## src/rtl/spi_fifo_pkg.sv

```systemverilog
package spi_fifo_pkg;
  localparam int unsigned REG_AW = 7;
  localparam logic [REG_AW-1:0] OFS_SRST  = 7'h40;
  localparam logic [REG_AW-1:0] OFS_CTRL  = 7'h60;
  localparam logic [REG_AW-1:0] OFS_STAT  = 7'h64;
  localparam logic [REG_AW-1:0] OFS_TXD   = 7'h68;
  localparam logic [REG_AW-1:0] OFS_RXD   = 7'h6C;
  localparam logic [REG_AW-1:0] OFS_SSEL  = 7'h70;
  localparam logic [REG_AW-1:0] OFS_TXOCC = 7'h74;
  localparam logic [REG_AW-1:0] OFS_RXOCC = 7'h78;
  localparam logic [31:0] SRST_KEY     = 32'h0000_000A;
  localparam logic [31:0] EMPTY_WORD   = 32'hDEAD_BEEF;
  localparam int unsigned CTRL_TXCLR   = 5;
  localparam int unsigned CTRL_RXCLR   = 6;
  localparam int unsigned CTRL_INHIBIT = 8;
endpackage

```

## src/rtl/spi_byte_fifo.sv

```systemverilog
module spi_byte_fifo #(
  parameter int unsigned DEPTH = 256,
  localparam int unsigned PW = $clog2(DEPTH),
  localparam int unsigned CW = PW + 1
) (
  input  logic          clk_i,
  input  logic          rst_ni,
  input  logic          clr_i,
  input  logic          push_i,
  input  logic [7:0]    data_i,
  input  logic          pop_i,
  output logic [7:0]    data_o,
  output logic [CW-1:0] count_o,
  output logic          full_o,
  output logic          empty_o
);
  logic [7:0]    mem [DEPTH];
  logic [PW-1:0] wr_ptr, rd_ptr;
  logic [CW-1:0] cnt;
  logic          do_push, do_pop;

  assign full_o  = (cnt == CW'(DEPTH));
  assign empty_o = (cnt == '0);
  assign do_push = push_i && !full_o && !clr_i;
  assign do_pop  = pop_i && !empty_o && !clr_i;
  assign data_o  = mem[rd_ptr];
  assign count_o = cnt;

  always_ff @(posedge clk_i) begin
    if (do_push) mem[wr_ptr] <= data_i;
  end

  always_ff @(posedge clk_i or negedge rst_ni) begin
    if (!rst_ni) begin
      wr_ptr <= '0;
      rd_ptr <= '0;
      cnt    <= '0;
    end else if (clr_i) begin
      wr_ptr <= '0;
      rd_ptr <= '0;
      cnt    <= '0;
    end else begin
      if (do_push) wr_ptr <= wr_ptr + 1'b1;
      if (do_pop)  rd_ptr <= rd_ptr + 1'b1;
      case ({do_push, do_pop})
        2'b10:   cnt <= cnt + 1'b1;
        2'b01:   cnt <= cnt - 1'b1;
        default: cnt <= cnt;
      endcase
    end
  end

  a_r12_no_overflow: assert property (@(posedge clk_i) disable iff (!rst_ni)
    cnt <= CW'(DEPTH));
  a_r12_full_push_keeps: assert property (@(posedge clk_i) disable iff (!rst_ni)
    (full_o && push_i && !pop_i && !clr_i) |=> full_o);
  a_r8_empty_pop_keeps: assert property (@(posedge clk_i) disable iff (!rst_ni)
    (empty_o && pop_i && !push_i) |=> empty_o);
endmodule

```

## src/rtl/spi_shift_engine.sv

```systemverilog
module spi_shift_engine #(
  parameter int unsigned SCK_DIV = 4,
  localparam int unsigned HALF = SCK_DIV / 2,
  localparam int unsigned HCW  = (HALF > 1) ? $clog2(HALF) : 1
) (
  input  logic       clk_i,
  input  logic       rst_ni,
  input  logic       abort_i,
  input  logic       start_i,
  input  logic [7:0] data_i,
  input  logic       miso_i,
  output logic       sclk_o,
  output logic       mosi_o,
  output logic       busy_o,
  output logic       done_o,
  output logic [7:0] rx_byte_o
);
  logic           busy_q, sclk_q, done_q;
  logic [HCW-1:0] div_q;
  logic [2:0]     bit_q;
  logic [7:0]     tx_sr, rx_sr;
  logic           phase_end;

  assign phase_end = (div_q == HCW'(HALF - 1));

  always_ff @(posedge clk_i or negedge rst_ni) begin
    if (!rst_ni) begin
      busy_q <= 1'b0;
      sclk_q <= 1'b0;
      done_q <= 1'b0;
      div_q  <= '0;
      bit_q  <= '0;
      tx_sr  <= '0;
      rx_sr  <= '0;
    end else begin
      done_q <= 1'b0;
      if (abort_i) begin
        busy_q <= 1'b0;
        sclk_q <= 1'b0;
      end else if (start_i && !busy_q) begin
        busy_q <= 1'b1;
        sclk_q <= 1'b0;
        div_q  <= '0;
        bit_q  <= '0;
        tx_sr  <= data_i;
      end else if (busy_q) begin
        if (!phase_end) begin
          div_q <= div_q + 1'b1;
        end else begin
          div_q <= '0;
          if (!sclk_q) begin
            sclk_q <= 1'b1;
            rx_sr  <= {rx_sr[6:0], miso_i};
          end else begin
            sclk_q <= 1'b0;
            if (bit_q == 3'd7) begin
              busy_q <= 1'b0;
              done_q <= 1'b1;
            end else begin
              bit_q <= bit_q + 1'b1;
              tx_sr <= {tx_sr[6:0], 1'b0};
            end
          end
        end
      end
    end
  end

  assign sclk_o    = sclk_q;
  assign mosi_o    = tx_sr[7];
  assign busy_o    = busy_q;
  assign done_o    = done_q;
  assign rx_byte_o = rx_sr;

  a_r2_idle_low: assert property (@(posedge clk_i) disable iff (!rst_ni)
    !busy_o |-> !sclk_o);
  a_r2_mosi_hold_high: assert property (@(posedge clk_i) disable iff (!rst_ni)
    sclk_o |-> $stable(mosi_o));
  a_r13_done_single: assert property (@(posedge clk_i) disable iff (!rst_ni)
    done_o |=> !done_o);
endmodule

```

## src/rtl/spi_fifo_master.sv

```systemverilog
module spi_fifo_master
  import spi_fifo_pkg::*;
#(
  parameter int unsigned FIFO_DEPTH = 256,
  parameter int unsigned NUM_SS     = 1,
  parameter int unsigned SCK_DIV    = 4,
  parameter int unsigned ADDR_W     = REG_AW,
  localparam int unsigned CW = $clog2(FIFO_DEPTH) + 1
) (
  input  logic              clk_i,
  input  logic              rst_ni,
  input  logic              req_i,
  input  logic              we_i,
  input  logic [ADDR_W-1:0] addr_i,
  input  logic [31:0]       wdata_i,
  output logic [31:0]       rdata_o,
  output logic              sclk_o,
  output logic              mosi_o,
  input  logic              miso_i,
  output logic [NUM_SS-1:0] ss_no,
  output logic              evt_tx_done_o,
  output logic              evt_rx_done_o,
  output logic              evt_rx_full_o,
  output logic              evt_tx_empty_o,
  output logic              evt_overrun_o
);
  logic [31:0]       ctrl_q;
  logic [NUM_SS-1:0] ssel_q;
  logic              acc_ok, wr, rd, soft_rst;
  logic              tx_clr, rx_clr, tx_push, rx_push, rx_pop, eng_start;
  logic [7:0]        tx_head, rx_head, eng_rx;
  logic [CW-1:0]     tx_cnt, rx_cnt;
  logic              tx_full, tx_empty, rx_full, rx_empty;
  logic              eng_busy, eng_done;

  assign acc_ok   = req_i && (addr_i[1:0] == 2'b00);
  assign wr       = acc_ok && we_i;
  assign rd       = acc_ok && !we_i;
  assign soft_rst = wr && (addr_i == OFS_SRST) && (wdata_i == SRST_KEY);
  assign tx_clr   = soft_rst || (wr && (addr_i == OFS_CTRL) && wdata_i[CTRL_TXCLR]);
  assign rx_clr   = soft_rst || (wr && (addr_i == OFS_CTRL) && wdata_i[CTRL_RXCLR]);
  assign tx_push  = wr && (addr_i == OFS_TXD);
  assign rx_pop   = rd && (addr_i == OFS_RXD) && !rx_empty;
  assign eng_start = !eng_busy && !tx_empty && !ctrl_q[CTRL_INHIBIT] && !tx_clr;
  assign rx_push  = eng_done && !rx_full && !rx_clr;

  always_ff @(posedge clk_i or negedge rst_ni) begin
    if (!rst_ni) begin
      ctrl_q <= '0;
      ssel_q <= '1;
    end else if (soft_rst) begin
      ctrl_q <= '0;
      ssel_q <= '1;
    end else if (wr) begin
      if (addr_i == OFS_CTRL)
        ctrl_q <= wdata_i & ~((32'd1 << CTRL_TXCLR) | (32'd1 << CTRL_RXCLR));
      if (addr_i == OFS_SSEL)
        ssel_q <= wdata_i[NUM_SS-1:0];
    end
  end

  spi_byte_fifo #(.DEPTH(FIFO_DEPTH)) u_tx_fifo (
    .clk_i, .rst_ni, .clr_i(tx_clr), .push_i(tx_push), .data_i(wdata_i[7:0]),
    .pop_i(eng_start), .data_o(tx_head), .count_o(tx_cnt),
    .full_o(tx_full), .empty_o(tx_empty));

  spi_byte_fifo #(.DEPTH(FIFO_DEPTH)) u_rx_fifo (
    .clk_i, .rst_ni, .clr_i(rx_clr), .push_i(rx_push), .data_i(eng_rx),
    .pop_i(rx_pop), .data_o(rx_head), .count_o(rx_cnt),
    .full_o(rx_full), .empty_o(rx_empty));

  spi_shift_engine #(.SCK_DIV(SCK_DIV)) u_engine (
    .clk_i, .rst_ni, .abort_i(soft_rst), .start_i(eng_start), .data_i(tx_head),
    .miso_i, .sclk_o, .mosi_o, .busy_o(eng_busy), .done_o(eng_done),
    .rx_byte_o(eng_rx));

  always_comb begin
    rdata_o = '0;
    if (rd) begin
      unique case (addr_i)
        OFS_CTRL:  rdata_o = ctrl_q;
        OFS_STAT:  rdata_o = {28'd0, tx_full, tx_empty, rx_full, rx_empty};
        OFS_RXD:   rdata_o = rx_empty ? EMPTY_WORD : {24'd0, rx_head};
        OFS_SSEL:  rdata_o = 32'(ssel_q);
        OFS_TXOCC: rdata_o = tx_empty ? 32'd0 : 32'(tx_cnt - 1'b1);
        OFS_RXOCC: rdata_o = rx_empty ? 32'd0 : 32'(rx_cnt - 1'b1);
        default:   rdata_o = '0;
      endcase
    end
  end

  assign ss_no          = ssel_q;
  assign evt_tx_done_o  = eng_done;
  assign evt_rx_done_o  = rx_push;
  assign evt_overrun_o  = eng_done && rx_full && !rx_clr;
  assign evt_tx_empty_o = eng_start && (tx_cnt == CW'(1)) && !tx_push;
  assign evt_rx_full_o  = rx_push && !rx_pop && (rx_cnt == CW'(FIFO_DEPTH - 1));

  a_r10_srst_sets_selects: assert property (@(posedge clk_i) disable iff (!rst_ni)
    soft_rst |=> (ss_no == '1));
  a_r8_empty_read_no_change: assert property (@(posedge clk_i) disable iff (!rst_ni)
    (rd && addr_i == OFS_RXD && rx_empty && !eng_done) |=> (rx_cnt == '0));
  a_r9_overrun_keeps_data: assert property (@(posedge clk_i) disable iff (!rst_ni)
    (evt_overrun_o && !rx_pop) |=> $stable(rx_cnt));
  a_r4_inhibit_no_start: assert property (@(posedge clk_i) disable iff (!rst_ni)
    (ctrl_q[CTRL_INHIBIT] && !eng_busy) |=> !sclk_o);
endmodule

```

## config.mk

```make
export PLATFORM = sky130hd
export DESIGN_NAME = spi_fifo_master
export DESIGN_NICKNAME = d
export VERILOG_FILES = /design/src/rtl/spi_fifo_pkg.sv /design/src/rtl/spi_byte_fifo.sv /design/src/rtl/spi_shift_engine.sv /design/src/rtl/spi_fifo_master.sv
export SDC_FILE = /design/constraint.sdc
export NUM_CORES = 2
export LEC_CHECK = 0
export ABC_AREA = 1
export BUFFER_PORTS_ARGS = -buffer_cell sky130_fd_sc_hd__buf_2
export CORE_MARGIN = 5
export CORE_UTILIZATION = 50
export CTS_CLUSTER_SIZE = 40
export DETAILED_ROUTE_END_ITERATION = 16
export MAX_ROUTING_LAYER = met4
export PLACE_DENSITY = 0.65
export SLEW_MARGIN = 25
export SYNTH_ARGS = -nofsm -noshare
export SYNTH_HDL_FRONTEND = slang
export SYNTH_SLANG_ARGS = --single-unit
```

## constraint.sdc

```tcl
create_clock -name clk_i -period 5.5 [get_ports clk_i]
set_clock_uncertainty 0.1 [all_clocks]
set_input_delay 0.55 -clock clk_i [delete_from_list [all_inputs] [get_ports clk_i]]
set_output_delay 0.55 -clock clk_i [all_outputs]
set_load 0.05 [all_outputs]
```

==> results.yml <==
route:
  drtPass1Iterations: 6
  routedWlPerCell_um: 24.9
  drtAntennaViolNets: 0
  vias: 113536
  drc: 0
  totalWireLength_mm: 474
  avgViaCountPerCell: 5.96
  drt_iter0_drc: 13984
global_route:
  grt_pass1_wl_mm: 700
  grt-busiest-layer: "met2"
  use_met1_pct: 36.0
  met3_usage_pct: 4.15
  grt_pass1_vias: 106696
  grt_util_met2_pct: 41.1
  antenna_found_initial: 6
  grt_max_degree: 184
  grt_usage_pct: 26.7
  grt_overflow: 0
clock_tree:
  cts_made_buffers: 418
  clock-root-buffer: "clkbuf_16"
  cts_max_path_buffers: 4
  cts_tree: "done"
  cts_sinks: 4200
  htreeDepth: 5
  clkTransAtPathRegs_ps: 60
  clock_latency_ps: 960
hold_path:
  hold_path_class: "input port to async pin"
timing:
  hold_viol: 0
  post-route-period-util_pct: 99.5
  rsz0062_at_grt: "false"
  finalWorstSetupSlack_ps: 24.9
  setup_viol: 0
  worst_pin_slew_ps: 1280
  slew_violations: 0
  tns_ps: 0
  slew_headroom_pct: 14.8
  fmax_mhz: 183
  min_period_ps: 5480
die:
  num_rows: 214
  ioPinCount: 84
  start_util_pct: 50.3
  die-area_mm2: 0.354
  die_w_um: 595
  coreArea_mm2: 0.340
  die_h_um: 595
finish:
  drive_gt1_share_pct: 7.16
  area_growth_pct: 11.0
  layout_commonest_cell: "edfxtp_1"
  fin_nets: 14231
  stdcell_area_mm2: 0.190
  layout_common_cells: "edfxtp_1 (4096), nand2_1 (3414), nand3_1 (2142)"
flow_run:
  drv_cap: 0
critical_path:
  rr_worst_depth: 12
  endpoint_kind: "primary output"
  arrival_ps: 4830
  worstSetupEndpoint: "rdata_o[2]"
  cp_max_fo: 70
  path_class: "flop to primary output"
  startpoint_type: "flop"
  rrSetupSlack_ps: 1230
  cp_data_required_time_ps: 4850
  r2r-start: "u_tx_fifo.rd_ptr[1]$_DFFE_PN0P_"
  timing.critical_path.from: "u_rx_fifo.rd_ptr[1]$_DFFE_PN0P_"
  r2r_end: "u_engine.tx_sr[1]$_DFFE_PN0P_"
yosys:
  synthCells: 14333
  avgSynthCellArea_um2: 11.9
  syn_nets: 14403
  synth-async-reset-ratio_pct: 2.48
  ys_seq_area_share_pct: 73.4
  synth_edf_count: 4096
  synth.distinct_cells: 62
  synth_flop_cell: "edfxtp_1"
  syn_area_mm2: 0.171
  synth-seq-cells: 4200
  yosys_warnings: 0
place:
  hpwl_mm: 267
  pre_cts_ws_ps: 813
  port_buffers: 83
  place_area_mm2: 0.176
  place_congestion: 0.941
power_and_ir_drop:
  leakage_nw: 64.9
  p_comb_share_pct: 19.4
  power.density_mw_per_mm2: 431
  seqPwrFrac_pct: 46.2
  peakVddDrop_v: 0.000395
  p_sw_share_pct: 30.3
  power.switching_mw: 24.8
  p_clk_share_pct: 34.4
  internal-power_mw: 57.0
outcome:
  status: "complete, no violations"
sequential cells by signal, indices dropped and copies added (netlist names):
signal and count:
u_tx_fifo.rd_ptr 8, u_rx_fifo.wr_ptr 8, u_engine.div_q 1, u_engine.done_o 1
u_engine.bit_q 3, ctrl_q 30, u_tx_fifo.wr_ptr 8, u_engine.sclk_o 1
u_engine.tx_sr 8, u_tx_fifo.mem 2048, u_tx_fifo.count_o 9, u_engine.busy_o 1
ss_no 1, u_rx_fifo.rd_ptr 8, u_rx_fifo.mem 2048, u_engine.rx_byte_o 8
u_rx_fifo.count_o 9
repair_timing:
item	in CTS	in global routing
hold endpoints to repair	239	0
setup buffers	0	0
setup endpoints to repair	8	7
gates cloned	1	1
hold buffers	35	0
resized for setup	9	8
worst min-delay path by stage:
stage / slack [ps] / endpoint / depth (start not counted) / startpoint
3_5_place_dp: 360 / ctrl_q[11]$_DFFE_PN0P_ / 2 / ctrl_q[11]$_DFFE_PN0P_
3_3_place_gp: 360 / ctrl_q[11]$_DFFE_PN0P_ / 2 / ctrl_q[11]$_DFFE_PN0P_
4_1_cts: 10 / u_tx_fifo.mem[74][1]$_DFFE_PP_ / 2 / wdata_i[1]
2_1_floorplan: 150 / ctrl_q[0]$_DFFE_PN0P_ / 0 / rst_ni
5_1_grt: 40 / u_tx_fifo.mem[74][1]$_DFFE_PP_ / 2 / wdata_i[1]
6_report: 50 / ctrl_q[24]$_DFFE_PN0P_ / 2 / rst_ni
cell usage after synthesis, drive strengths merged (2+ instances only):
master,count,share of area [%]
a211oi,51,0.22
nor2,1377,3.1
a221oi,3,0.015
o2111a,2,0.013
inv,198,0.44
mux2i,19,0.11
dfrtp,103,1.5
nand3,2158,6.4
clkinv,9,0.020
or2,2,0.0073
nand2,3428,7.5
o21ai,823,2.4
o21a,2,0.0088
nor3,168,0.51
edfxtp,4096,72
nor3b,8,0.035
nor4,10,0.040
or3,2,0.0073
xnor2,4,0.020
a22oi,2,0.012
xor2,21,0.11
nand4,29,0.15
o211ai,15,0.066
clkbuf,420,0.92
ha,25,0.18
o22ai,388,1.4
a21o,2,0.0088
a31oi,3,0.011
buf,543,1.7
a21oi,410,1.2
worst max-delay path, cell delays in order (launching register included):
cell	delay (ps)
dfrtp_4	670
inv_16	340
buf_12	300
o21ai_0	160
o22ai_1	130
nand2_1	80
nand3_1	150
nand3_1	180
nand3_1	240
nand3_1	210
nand3_1	400
nand3_1	180
a21oi_2	450
buf_12	200
metrics by stage:
stage                     instances  util [%]  power, mW  hold WS (ps)
final                         19045      55.8       81.9          53.6
after global routing          19044      55.8       84.8          42.2
after CTS                     19035      55.8       81.9          10.8
after detailed placement      18237      51.7       54.1           362
after global placement        18237      51.7       54.0           358
after floorplan               14333         -       48.3           154
cell families after synthesis:
kind of cell	after synthesis	share of synthesized area, %
and+or+nand+nor	7183	17.7
DFF	4200	73.4
AOI/OAI and AO/OA	1710	5.45
buffers and inverters	1170	3.05
adders and majority gates	26	0.194
xor gates and xnor gates	25	0.128
muxes	19	0.111
routing by layer:
metal / routed length, µm / vias to the layer above
met5: 0 / -
met4: 21400 / 0
met3: 42000 / 1042
met2: 222000 / 5659
met1: 189000 / 55889
li1: - / 50946
power groups by stage:
stage                     logic [mW]  clock network [mW]  registers (mW)
after floorplan                 9.27                   0            39.0
after global placement          15.5                   0            38.5
after detailed placement        15.6                   0            38.5
after CTS                       15.7                28.4            37.8
after global routing            17.2                29.8            37.8
final                           15.9                28.1            37.8
final cells by class:
cell class / instances / area (µm²)
fillers: 27651 / 150000
flip-flops and latches: 4200 / 126000
repair buffers: 370 / 3770
repair inverters: 1 / 8.76
inverters: 207 / 861
clock inverters: 228 / 2230
well taps: 4536 / 5680
clock buffers: 534 / 11100
diodes: 6 / 15.0
multi-input cells: 8963 / 40600
Power figures use the tool's default switching activity.
